## src/rtl/uart_csr_pkg.sv

```systemverilog
package uart_csr_pkg;

    localparam int DW   = 8;
    localparam int NREG = 8;
    localparam int SELW = $clog2(NREG);

    // register offsets
    localparam logic [SELW-1:0] OFS_MODE = 3'd0;
    localparam logic [SELW-1:0] OFS_RATE = 3'd1;
    localparam logic [SELW-1:0] OFS_CTRL = 3'd2;
    localparam logic [SELW-1:0] OFS_TXD  = 3'd3;
    localparam logic [SELW-1:0] OFS_STAT = 3'd4;
    localparam logic [SELW-1:0] OFS_RXD  = 3'd5;
    localparam logic [SELW-1:0] OFS_SCM  = 3'd6;
    localparam logic [SELW-1:0] OFS_EXT  = 3'd7;

    // control bit positions
    localparam int CTL_TEIE = 2;
    localparam int CTL_RE   = 4;
    localparam int CTL_TE   = 5;
    localparam int CTL_RIE  = 6;
    localparam int CTL_TIE  = 7;

    // status bit positions
    localparam int ST_MPBT = 0;
    localparam int ST_TEND = 2;
    localparam int ST_PER  = 3;
    localparam int ST_FER  = 4;
    localparam int ST_ORER = 5;
    localparam int ST_RDRF = 6;
    localparam int ST_TDRE = 7;

    // reset values
    localparam logic [DW-1:0] RST_MODE = 8'h00;
    localparam logic [DW-1:0] RST_RATE = 8'hFF;
    localparam logic [DW-1:0] RST_CTRL = 8'h00;
    localparam logic [DW-1:0] RST_TXD  = 8'hFF;
    localparam logic [DW-1:0] RST_STAT = 8'h84;
    localparam logic [DW-1:0] RST_RXD  = 8'h00;
    localparam logic [DW-1:0] RST_SCM  = 8'h00;
    localparam logic [DW-1:0] RST_EXT  = 8'h00;
    localparam logic [DW-1:0] MISS_VAL = 8'hFF;

    typedef struct packed {
        logic [DW-1:0] mode;
        logic [DW-1:0] rate;
        logic [DW-1:0] ctrl;
        logic [DW-1:0] scm;
        logic [DW-1:0] ext;
    } cfg_regs_t;

    typedef struct packed {
        logic [DW-1:0] stat;
        logic [DW-1:0] snap;
        logic [DW-1:0] rxd;
        logic [DW-1:0] txd;
        logic          irq_err;
        logic          irq_tend;
        logic          irq_rx;
        logic          irq_txe;
        logic          tx_start;
    } stat_regs_t;

endpackage

```

## src/rtl/uart_csr_cfg.sv

```systemverilog
module uart_csr_cfg
    import uart_csr_pkg::*;
(
    input  logic          clk,
    input  logic          rst_n,
    input  logic          wr_mode,
    input  logic          wr_rate,
    input  logic          wr_ctrl,
    input  logic          wr_scm,
    input  logic          wr_ext,
    input  logic [DW-1:0] wdata,
    output cfg_regs_t     cfg
);

    cfg_regs_t cfg_d, cfg_q;
    logic      locked;

    always_comb begin
        cfg_d  = cfg_q;
        locked = cfg_q.ctrl[CTL_TE] | cfg_q.ctrl[CTL_RE];
        if (wr_mode && !locked) cfg_d.mode = wdata;
        if (wr_rate && !locked) cfg_d.rate = wdata;
        if (wr_ctrl)            cfg_d.ctrl = wdata;
        if (wr_scm)             cfg_d.scm  = wdata;
        if (wr_ext)             cfg_d.ext  = wdata;
    end

    always_ff @(posedge clk or negedge rst_n) begin
        if (!rst_n) begin
            cfg_q <= '{mode: RST_MODE, rate: RST_RATE, ctrl: RST_CTRL,
                       scm: RST_SCM, ext: RST_EXT};
        end else begin
            cfg_q <= cfg_d;
        end
    end

    assign cfg = cfg_q;

endmodule

```

## src/rtl/uart_csr_status.sv

```systemverilog
module uart_csr_status
    import uart_csr_pkg::*;
(
    input  logic          clk,
    input  logic          rst_n,
    input  logic          wr_ctrl,
    input  logic          wr_txd,
    input  logic          wr_stat,
    input  logic          rd_stat,
    input  logic          rd_rxd,
    input  logic [DW-1:0] wdata,
    input  logic          en_rie,
    input  logic          en_tie,
    input  logic          en_teie,
    input  logic          rx_valid,
    input  logic [DW-1:0] rx_byte,
    input  logic          brk,
    input  logic          tx_done,
    output logic [DW-1:0] stat,
    output logic [DW-1:0] rxd,
    output logic [DW-1:0] txd,
    output logic          irq_err,
    output logic          irq_tend,
    output logic          irq_rx,
    output logic          irq_txe,
    output logic          tx_start
);

    stat_regs_t st_d, st_q;
    logic       send;

    always_comb begin
        st_d          = st_q;
        st_d.irq_rx   = 1'b0;
        st_d.irq_txe  = 1'b0;
        st_d.tx_start = 1'b0;
        send          = 1'b0;

        // control write side effects use the written value
        if (wr_ctrl) begin
            if (wdata[CTL_TE]) begin
                st_d.stat[ST_TDRE] = 1'b1;
                st_d.stat[ST_TEND] = 1'b1;
                if (wdata[CTL_TIE]) st_d.irq_txe = 1'b1;
            end
            if (!wdata[CTL_TEIE]) st_d.irq_tend = 1'b0;
            if (!wdata[CTL_RIE])  st_d.irq_err  = 1'b0;
        end

        // transmit data write
        if (wr_txd) begin
            st_d.txd = wdata;
            if (st_q.stat[ST_TEND]) send = 1'b1;
            else                    st_d.stat[ST_TDRE] = 1'b0;
        end

        // shifter finished
        if (tx_done) begin
            if (!st_d.stat[ST_TDRE]) begin
                send = 1'b1;
            end else begin
                st_d.stat[ST_TEND] = 1'b1;
                if (en_teie) st_d.irq_tend = 1'b1;
            end
        end

        if (send) begin
            st_d.tx_start      = 1'b1;
            st_d.stat[ST_TEND] = 1'b0;
            st_d.stat[ST_TDRE] = 1'b1;
            st_d.irq_tend      = 1'b0;
            if (en_tie) st_d.irq_txe = 1'b1;
        end

        // status read snapshot
        if (rd_stat) st_d.snap = st_q.stat;

        // status write: transfer bit and read-then-write-zero error clear
        if (wr_stat) begin
            st_d.stat[ST_MPBT] = wdata[ST_MPBT];
            for (int k = ST_PER; k <= ST_ORER; k++) begin
                if (!wdata[k] && st_q.snap[k]) st_d.stat[k] = 1'b0;
            end
            if ((|st_q.snap[ST_ORER:ST_PER]) && (st_d.stat[ST_ORER:ST_PER] == '0))
                st_d.irq_err = 1'b0;
        end

        // receive data read frees the holding register first
        if (rd_rxd) st_d.stat[ST_RDRF] = 1'b0;

        // line events come last so they win over same-cycle writes
        if (rx_valid) begin
            if (st_d.stat[ST_RDRF]) begin
                st_d.stat[ST_ORER] = 1'b1;
                if (en_rie) st_d.irq_err = 1'b1;
            end else begin
                st_d.rxd           = rx_byte;
                st_d.stat[ST_RDRF] = 1'b1;
                st_d.irq_rx        = en_rie;
            end
        end

        if (brk) begin
            st_d.stat[ST_FER] = 1'b1;
            if (en_rie) st_d.irq_err = 1'b1;
        end
    end

    always_ff @(posedge clk or negedge rst_n) begin
        if (!rst_n) begin
            st_q <= '{stat: RST_STAT, snap: RST_STAT, rxd: RST_RXD, txd: RST_TXD,
                      irq_err: 1'b0, irq_tend: 1'b0, irq_rx: 1'b0,
                      irq_txe: 1'b0, tx_start: 1'b0};
        end else begin
            st_q <= st_d;
        end
    end

    assign stat     = st_q.stat;
    assign rxd      = st_q.rxd;
    assign txd      = st_q.txd;
    assign irq_err  = st_q.irq_err;
    assign irq_tend = st_q.irq_tend;
    assign irq_rx   = st_q.irq_rx;
    assign irq_txe  = st_q.irq_txe;
    assign tx_start = st_q.tx_start;

endmodule

```

## src/rtl/uart_csr_rdmux.sv

```systemverilog
module uart_csr_rdmux
    import uart_csr_pkg::*;
(
    input  logic            clk,
    input  logic            rst_n,
    input  logic            rd_en,
    input  logic            hit,
    input  logic [SELW-1:0] sel,
    input  cfg_regs_t       cfg,
    input  logic [DW-1:0]   stat,
    input  logic [DW-1:0]   rxd,
    input  logic [DW-1:0]   txd,
    output logic [DW-1:0]   rdata
);

    logic [DW-1:0] rdata_d, rdata_q;
    logic [DW-1:0] sel_val;

    always_comb begin
        unique case (sel)
            OFS_MODE: sel_val = cfg.mode;
            OFS_RATE: sel_val = cfg.rate;
            OFS_CTRL: sel_val = cfg.ctrl;
            OFS_TXD:  sel_val = txd;
            OFS_STAT: sel_val = stat;
            OFS_RXD:  sel_val = rxd;
            OFS_SCM:  sel_val = cfg.scm;
            default:  sel_val = cfg.ext;
        endcase
        rdata_d = rdata_q;
        if (rd_en) rdata_d = hit ? sel_val : MISS_VAL;
    end

    always_ff @(posedge clk or negedge rst_n) begin
        if (!rst_n) rdata_q <= '0;
        else        rdata_q <= rdata_d;
    end

    assign rdata = rdata_q;

endmodule

```

## src/rtl/uart_csr_bank.sv

```systemverilog
module uart_csr_bank
    import uart_csr_pkg::*;
#(
    parameter int ADDR_W = 4
) (
    input  logic              clk,
    input  logic              rst_n,
    input  logic              bus_wr,
    input  logic              bus_rd,
    input  logic [ADDR_W-1:0] bus_addr,
    input  logic [7:0]        bus_wdata,
    output logic [7:0]        bus_rdata,
    input  logic              line_rx_valid,
    input  logic [7:0]        line_rx_data,
    input  logic              line_break,
    input  logic              tx_done,
    output logic              tx_start,
    output logic [7:0]        tx_data,
    output logic [7:0]        cfg_mode,
    output logic [7:0]        cfg_rate,
    output logic [7:0]        cfg_ctrl,
    output logic              irq_rx_full,
    output logic              irq_err,
    output logic              irq_tx_empty,
    output logic              irq_tx_end
);

    localparam logic [ADDR_W-1:0] LIMIT = ADDR_W'(NREG);

    logic            hit;
    logic [SELW-1:0] sel;
    logic            wr_hit, rd_hit;
    cfg_regs_t       cfg_w;
    logic [DW-1:0]   stat_w, rxd_w;

    assign hit    = bus_addr < LIMIT;
    assign sel    = bus_addr[SELW-1:0];
    assign wr_hit = bus_wr & hit;
    assign rd_hit = bus_rd & hit;

    uart_csr_cfg u_cfg (
        .clk     (clk),
        .rst_n   (rst_n),
        .wr_mode (wr_hit && sel == OFS_MODE),
        .wr_rate (wr_hit && sel == OFS_RATE),
        .wr_ctrl (wr_hit && sel == OFS_CTRL),
        .wr_scm  (wr_hit && sel == OFS_SCM),
        .wr_ext  (wr_hit && sel == OFS_EXT),
        .wdata   (bus_wdata),
        .cfg     (cfg_w)
    );

    uart_csr_status u_status (
        .clk      (clk),
        .rst_n    (rst_n),
        .wr_ctrl  (wr_hit && sel == OFS_CTRL),
        .wr_txd   (wr_hit && sel == OFS_TXD),
        .wr_stat  (wr_hit && sel == OFS_STAT),
        .rd_stat  (rd_hit && sel == OFS_STAT),
        .rd_rxd   (rd_hit && sel == OFS_RXD),
        .wdata    (bus_wdata),
        .en_rie   (cfg_w.ctrl[CTL_RIE]),
        .en_tie   (cfg_w.ctrl[CTL_TIE]),
        .en_teie  (cfg_w.ctrl[CTL_TEIE]),
        .rx_valid (line_rx_valid),
        .rx_byte  (line_rx_data),
        .brk      (line_break),
        .tx_done  (tx_done),
        .stat     (stat_w),
        .rxd      (rxd_w),
        .txd      (tx_data),
        .irq_err  (irq_err),
        .irq_tend (irq_tx_end),
        .irq_rx   (irq_rx_full),
        .irq_txe  (irq_tx_empty),
        .tx_start (tx_start)
    );

    uart_csr_rdmux u_rdmux (
        .clk   (clk),
        .rst_n (rst_n),
        .rd_en (bus_rd),
        .hit   (hit),
        .sel   (sel),
        .cfg   (cfg_w),
        .stat  (stat_w),
        .rxd   (rxd_w),
        .txd   (tx_data),
        .rdata (bus_rdata)
    );

    assign cfg_mode = cfg_w.mode;
    assign cfg_rate = cfg_w.rate;
    assign cfg_ctrl = cfg_w.ctrl;

endmodule

```

## config.mk

```make
export PLATFORM = sky130hd
export DESIGN_NAME = uart_csr_bank
export DESIGN_NICKNAME = d
export VERILOG_FILES = /design/src/rtl/uart_csr_pkg.sv /design/src/rtl/uart_csr_cfg.sv /design/src/rtl/uart_csr_status.sv /design/src/rtl/uart_csr_rdmux.sv /design/src/rtl/uart_csr_bank.sv
export SDC_FILE = /design/constraint.sdc
export NUM_CORES = 1
export LEC_CHECK = 0
export CORE_MARGIN = 1.5
export CORE_UTILIZATION = 47
export DETAILED_ROUTE_END_ITERATION = 10
export GPL_TIMING_DRIVEN = 0
export PLACE_DENSITY = 0.76
export SYNTH_ARGS = -nofsm -noshare
export SYNTH_HDL_FRONTEND = slang
export SYNTH_SLANG_ARGS = --single-unit
```

## constraint.sdc

```tcl
create_clock -name clk -period 1.3 [get_ports clk]
set_input_delay 0.325 -clock clk [delete_from_list [all_inputs] [get_ports clk]]
set_output_delay 0.325 -clock clk [all_outputs]
set_load 0.05 [all_outputs]
```

======== Yosys cells after proc, flatten, opt, wreduce, memory -nomap -nowiden ========
Cells that the tools add are included.
storage, ports and cells
  register bits ........................... 81
  output and inout bits ................... 45
cells by class
  $lt $le $gt $ge ......................... 1
  equal/unequal tests ..................... 7
  mux-type cells .......................... 48
  bitwise logic cells ..................... 4
  reduce and logical (&&, ||, !) cells .... 24
operator list
  cell                number
  $pmux 8 s7          1
  $mux 1              42
  $logic_and 1x1->1   15
  $eq 3x3->1 const B  4
  $mux 8              1
  $eq 3x2->1 const B  2
  $logic_not 3->1     2
  $mux 2              3
  $logic_not 1->1     4
  $lt 4x4->1 const B  1
  $eq 3x1->1 const B  1
  $mux 3              1
  $reduce_or 3->1     1
  $and 1x1->1         2
  $reduce_and 2->1    1
  $reduce_bool 2->1   1
  $not 1->1           1
  $or 1x1->1          1

======== Logic depth before layout (Yosys ltp) ========
  word-level depth ........................ 13
  depth in mapped cells ................... 6
  depth with buffers taken out ............ 4

======== Cells and area by module ========
From an unflattened synthesis, not the netlist that was laid out.
unflattened totals
  cell total of the unflattened synthesis .. 321
  area total of the unflattened synthesis .. 3961.3 µm²
by module, submodules not included
  module           times used  cells an instance  area an instance (µm²)
  uart_csr_cfg     1           85                 1514.0
  uart_csr_status  1           117                1460.2
  uart_csr_rdmux   1           103                890.9
  uart_csr_bank    1           16                 96.3

======== Worst setup path after synthesis ========
No wires, ideal clock.
  path type ............................... in2reg
  start ................................... in bus_addr[1]
  end ..................................... reg u_cfg.cfg_q, in the netlist u_cfg.cfg[32]
  setup time .............................. 0.125 ns
  data arrival time ....................... 1.386 ns
  data required time ...................... 1.175 ns
  path slack .............................. -0.211 ns
  stages on the path ...................... 5
  path through ............................ buf_2 > nor3_1 > and3_1 > buf_2 > mux2_2
between the ends
  word-level cells in the longest chain between the ends .. 4
  elaborated cells between the ends (all ways) .. 5
  classes of those cells .................. order compare: 1; bitwise: 1; reduce/logical: 3
ends and longest elaborated chain
  what                  line                 text
  start, declared       uart_csr_bank.sv:10  input logic [ADDR_W-1:0] bus_addr,
  $lt 4x4->1            uart_csr_bank.sv:36  assign hit = bus_addr < LIMIT;
  $and 1x1->1           uart_csr_bank.sv:38  assign wr_hit = bus_wr & hit;
  $logic_and 1x1->1 *   uart_csr_bank.sv:44  .wr_mode (wr_hit && sel == OFS_MODE),
  $logic_and 1x1->1 *   uart_csr_cfg.sv:21   if (wr_mode && !locked) cfg_d.mode = wdata;
  end signal, assigned  uart_csr_cfg.sv:30   cfg_q <= '{mode: RST_MODE, rate: RST_RATE, ctrl: RST_CTRL,
  end signal, assigned  uart_csr_cfg.sv:33   cfg_q <= cfg_d;
  end, declared         uart_csr_cfg.sv:15   cfg_regs_t cfg_d, cfg_q;
Mark *: on every way between the ends. The rest lies on a longest branch, timed or not.
A chain may end at the register's enable or synchronous reset.

======== Final worst setup path ========
  start ................................... reg u_cfg.cfg_q, in the netlist u_cfg.cfg[20]
  end ..................................... reg u_rdmux.rdata_q[4], in the netlist u_rdmux.rdata[4]
between the ends
  word-level cells in the longest chain between the ends .. 2
ends and longest elaborated chain
  what                  line                  text
  $pmux 8 s7            uart_csr_rdmux.sv:20  unique case (sel)
  $mux 8                uart_csr_rdmux.sv:31  if (rd_en) rdata_d = hit ? sel_val : MISS_VAL;
  end signal, assigned  uart_csr_rdmux.sv:36  else rdata_q <= rdata_d;
  end, declared         uart_csr_rdmux.sv:16  logic [DW-1:0] rdata_d, rdata_q;
Every way passes these cells.

==> impl_metrics.tcl <==
set metrics [dict create \
    antenna_found_initial 0 \
    netlist_instances 318 \
    p_switching_mw 3.138 \
    ys_seq_elements 79 \
    grt_max_degree 45 \
    cts.path.max_buffers 2 \
    synth-edff-count 0 \
    status "finished with violations" \
    max_freq_mhz 683.3 \
    pin_count 72 \
    overflow 0 \
    synth_area_mm2 0.003881 \
    dp_cells 490 \
    grt_setup_unrepaired "true" \
    slew_headroom_pct 62.94 \
    dieArea_mm2 0.008813 \
    max-vdd-ir-drop_uv 967.7 \
    hp-class "primary input to flop" \
    wl_um 10790 \
    worstSetupPathType "flop to flop" \
    cts_root_buf "clkbuf_8" \
    pwr-share-clk_pct 20.7 \
    synthTopCellsByCount "61 x dfrtp_1, 61 x mux2_2, 33 x buf_4" \
    yosysUniqueCellTypes 40 \
    synth_top_area_share_pct 39.33 \
    yosysSeqAreaShare_pct 51.52 \
    start_kind "flop" \
    cp.required_ps 1540 \
    first_pass_iters 5 \
    clock_insertion_delay_worst_skew_ps 350 \
    grt_pass1_wl_um 16970 \
    crit_path_end_kind "flop" \
    dpl.hpwl_um 6622 \
    drt_iter0_drc 213 \
    tns_ps -3923 \
    fin_crit_sh_pct 112.6 \
    maxCapViolCount 0 \
    cts_tree "done" \
    violations "setup timing" \
    antenna_cells 0 \
    synth_ff_type "dfrtp_1" \
    instances_no_fill 529 \
    p_leak_nw 2.531 \
    setup_violations 47 \
    finalNetCount 449 \
    cts_buffers 9 \
    avgSynthCellArea_um2 12.21 \
    portBuffers 69 \
    finalHoldViolCount 0 \
    gp_congestion 0.8496 \
    postRouteAntennaNets 0 \
    worst_slew_pin_slew_ps 556.0 \
    ctsHtreeMaxLevel 3 \
    place_ws_ps -1006 \
    maxSlewViolCount 0 \
    start_util_pct 49.46 \
    synth_area_leaders "dfrtp_1 39%, mux2_2 18%, dfstp_2 12%" \
    dieWidth_um 93.88 \
    final_layout_size_suffix_gt1_share_pct 57.61 \
    finClkSkew_ps 7.680 \
    fp-row-count 32 \
    p_int_mw 6.080 \
    p_seq_share_pct 37.6 \
    yosysTopAreaCell "dfrtp_1" \
    async_reset_ff_share_pct 100.0 \
    synth_fp_nets 345 \
    dieHeight_um 93.88 \
    clkTransAtPathRegs_ps 80 \
    grt_use_total_pct 26.54 \
    crit_arrival_ps 1710 \
    num_vias 3015 \
    drc 0 \
    fin_ws_ps -163.4 \
    first_global_vias 3031 \
    ys_warn_count 0 \
    powerDensity_mw_per_mm2 1648 \
    wl_per_cell_um 20.40 \
    area_growth_pct 44.13 \
    core-area_mm2 0.007848 \
    worstPathMaxFanout 4 \
    swShare_pct 34.04 \
    cts_sinks 79 \
    power_frac_comb_pct 41.7 \
    post-route-min-period_ps 1463 \
    vias_per_cell 5.699 \
]
## critical path: stages (launching register included)
cell and delay, ps:
dfrtp_2 460, mux2_4 280, a221o_1 310, a221oi_2 240
nor2_1 80
## stage by stage
step	power, mW	utilization [%]	cell area (µm²)	hold slack, ps
finish	9.218	71.29	5594	334.6
global route	9.569	71.29	5594	349.9
CTS	9.154	69.96	5490	332.8
detailed placement	6.593	61.81	4851	315.5
global placement	6.524	61.59	4833	482.4
floorplan	5.626	-	4015	29.41
## sequential cells by signal (all words and copies together) (netlist names)
name and cells:
u_status.rxd 8, u_rdmux.rdata 8, u_status.irq_txe 1, u_status.st_q 3
u_cfg.cfg 40, u_status.txd 8, u_status.irq_rx 1, u_status.stat 7
u_status.tx_start 1, u_status.irq_tend 1, u_status.irq_err 1
## placed cells by master, fill, tap and decap left out, types with 12 or more instances in the layout
master / n
a21oi_1: 12
buf_4: 45
buf_6: 30
buf_8: 32
clkbuf_8: 12
clkdlybuf4s50_1: 16
dfrtp_1: 59
dfstp_2: 18
mux2_2: 35
mux2_4: 27
nand2_1: 30
## final timing paths
kind / endpoint / cells past startpoint / startpoint / slack [ps]
setup / recovery: u_rdmux.rdata[4] / 4 / u_cfg.cfg[20] / -160
hold / removal: u_cfg.cfg[19] / 3 / bus_wdata[3] / 330
setup reg to reg: u_rdmux.rdata[4] / 4 / u_cfg.cfg[20] / -160
hold reg to reg: u_status.rxd[1] / 1 / u_status.rxd[1] / 510
max in group asynchronous: u_cfg.cfg[30] / 3 / rst_n / 180
min in group asynchronous: u_cfg.cfg[18] / 2 / rst_n / 470
## logic make-up after synthesis
family	synth area share [%]
AOI/OAI and AO/OA	9.704
buffers and inverters	8.704
DFF	51.51
muxes	21.76
and+or+nand+nor	8.317
## final cells by class
| cell class | count | area, µm² |
|---|---|---|
| plain buffers | 28 | 292.8 |
| clock buffers | 13 | 168.9 |
| repair buffers | 112 | 1162 |
| multi-input cells | 189 | 1787 |
| well taps | 102 | 127.6 |
| flip-flops and latches | 79 | 2002 |
| fillers | 553 | 2253 |
| inverters | 3 | 13.76 |
| clock inverters | 3 | 40.04 |
## what timing repair did
| action | in CTS | in global routing |
|---|---|---|
| setup endpoints to repair | 124 | 90 |
| hold endpoints to repair | 27 | 0 |
| hold buffers | 1 | 0 |
| gates cloned | 2 | 0 |
| setup buffers | 38 | 3 |
| gates resized for setup | 393 | 30 |
| pin swaps | 8 | 5 |
## power by group through the flow
stage	Clock [mW]	Sequential [mW]	Combinational, mW
finish	1.91	3.46	3.84
global route	2.03	3.52	4.02
CTS	1.93	3.44	3.77
detailed placement	0	3.46	3.14
global placement	0	3.43	3.09
floorplan	0	3.47	2.16
## routing by layer
| metal | routed length [µm] | vias to the layer above | GRT usage, % |
|---|---|---|---|
| met1 | 4623 | 1511 | 37.06 |
| met4 | 269 | 0 | 10.57 |
| met2 | 5011 | 155 | 40.82 |
| met5 | 0 | - | 0 |
| li1 | - | 1323 | - |
| met3 | 885 | 26 | 5.178 |
Power figures use the tool's default switching activity.
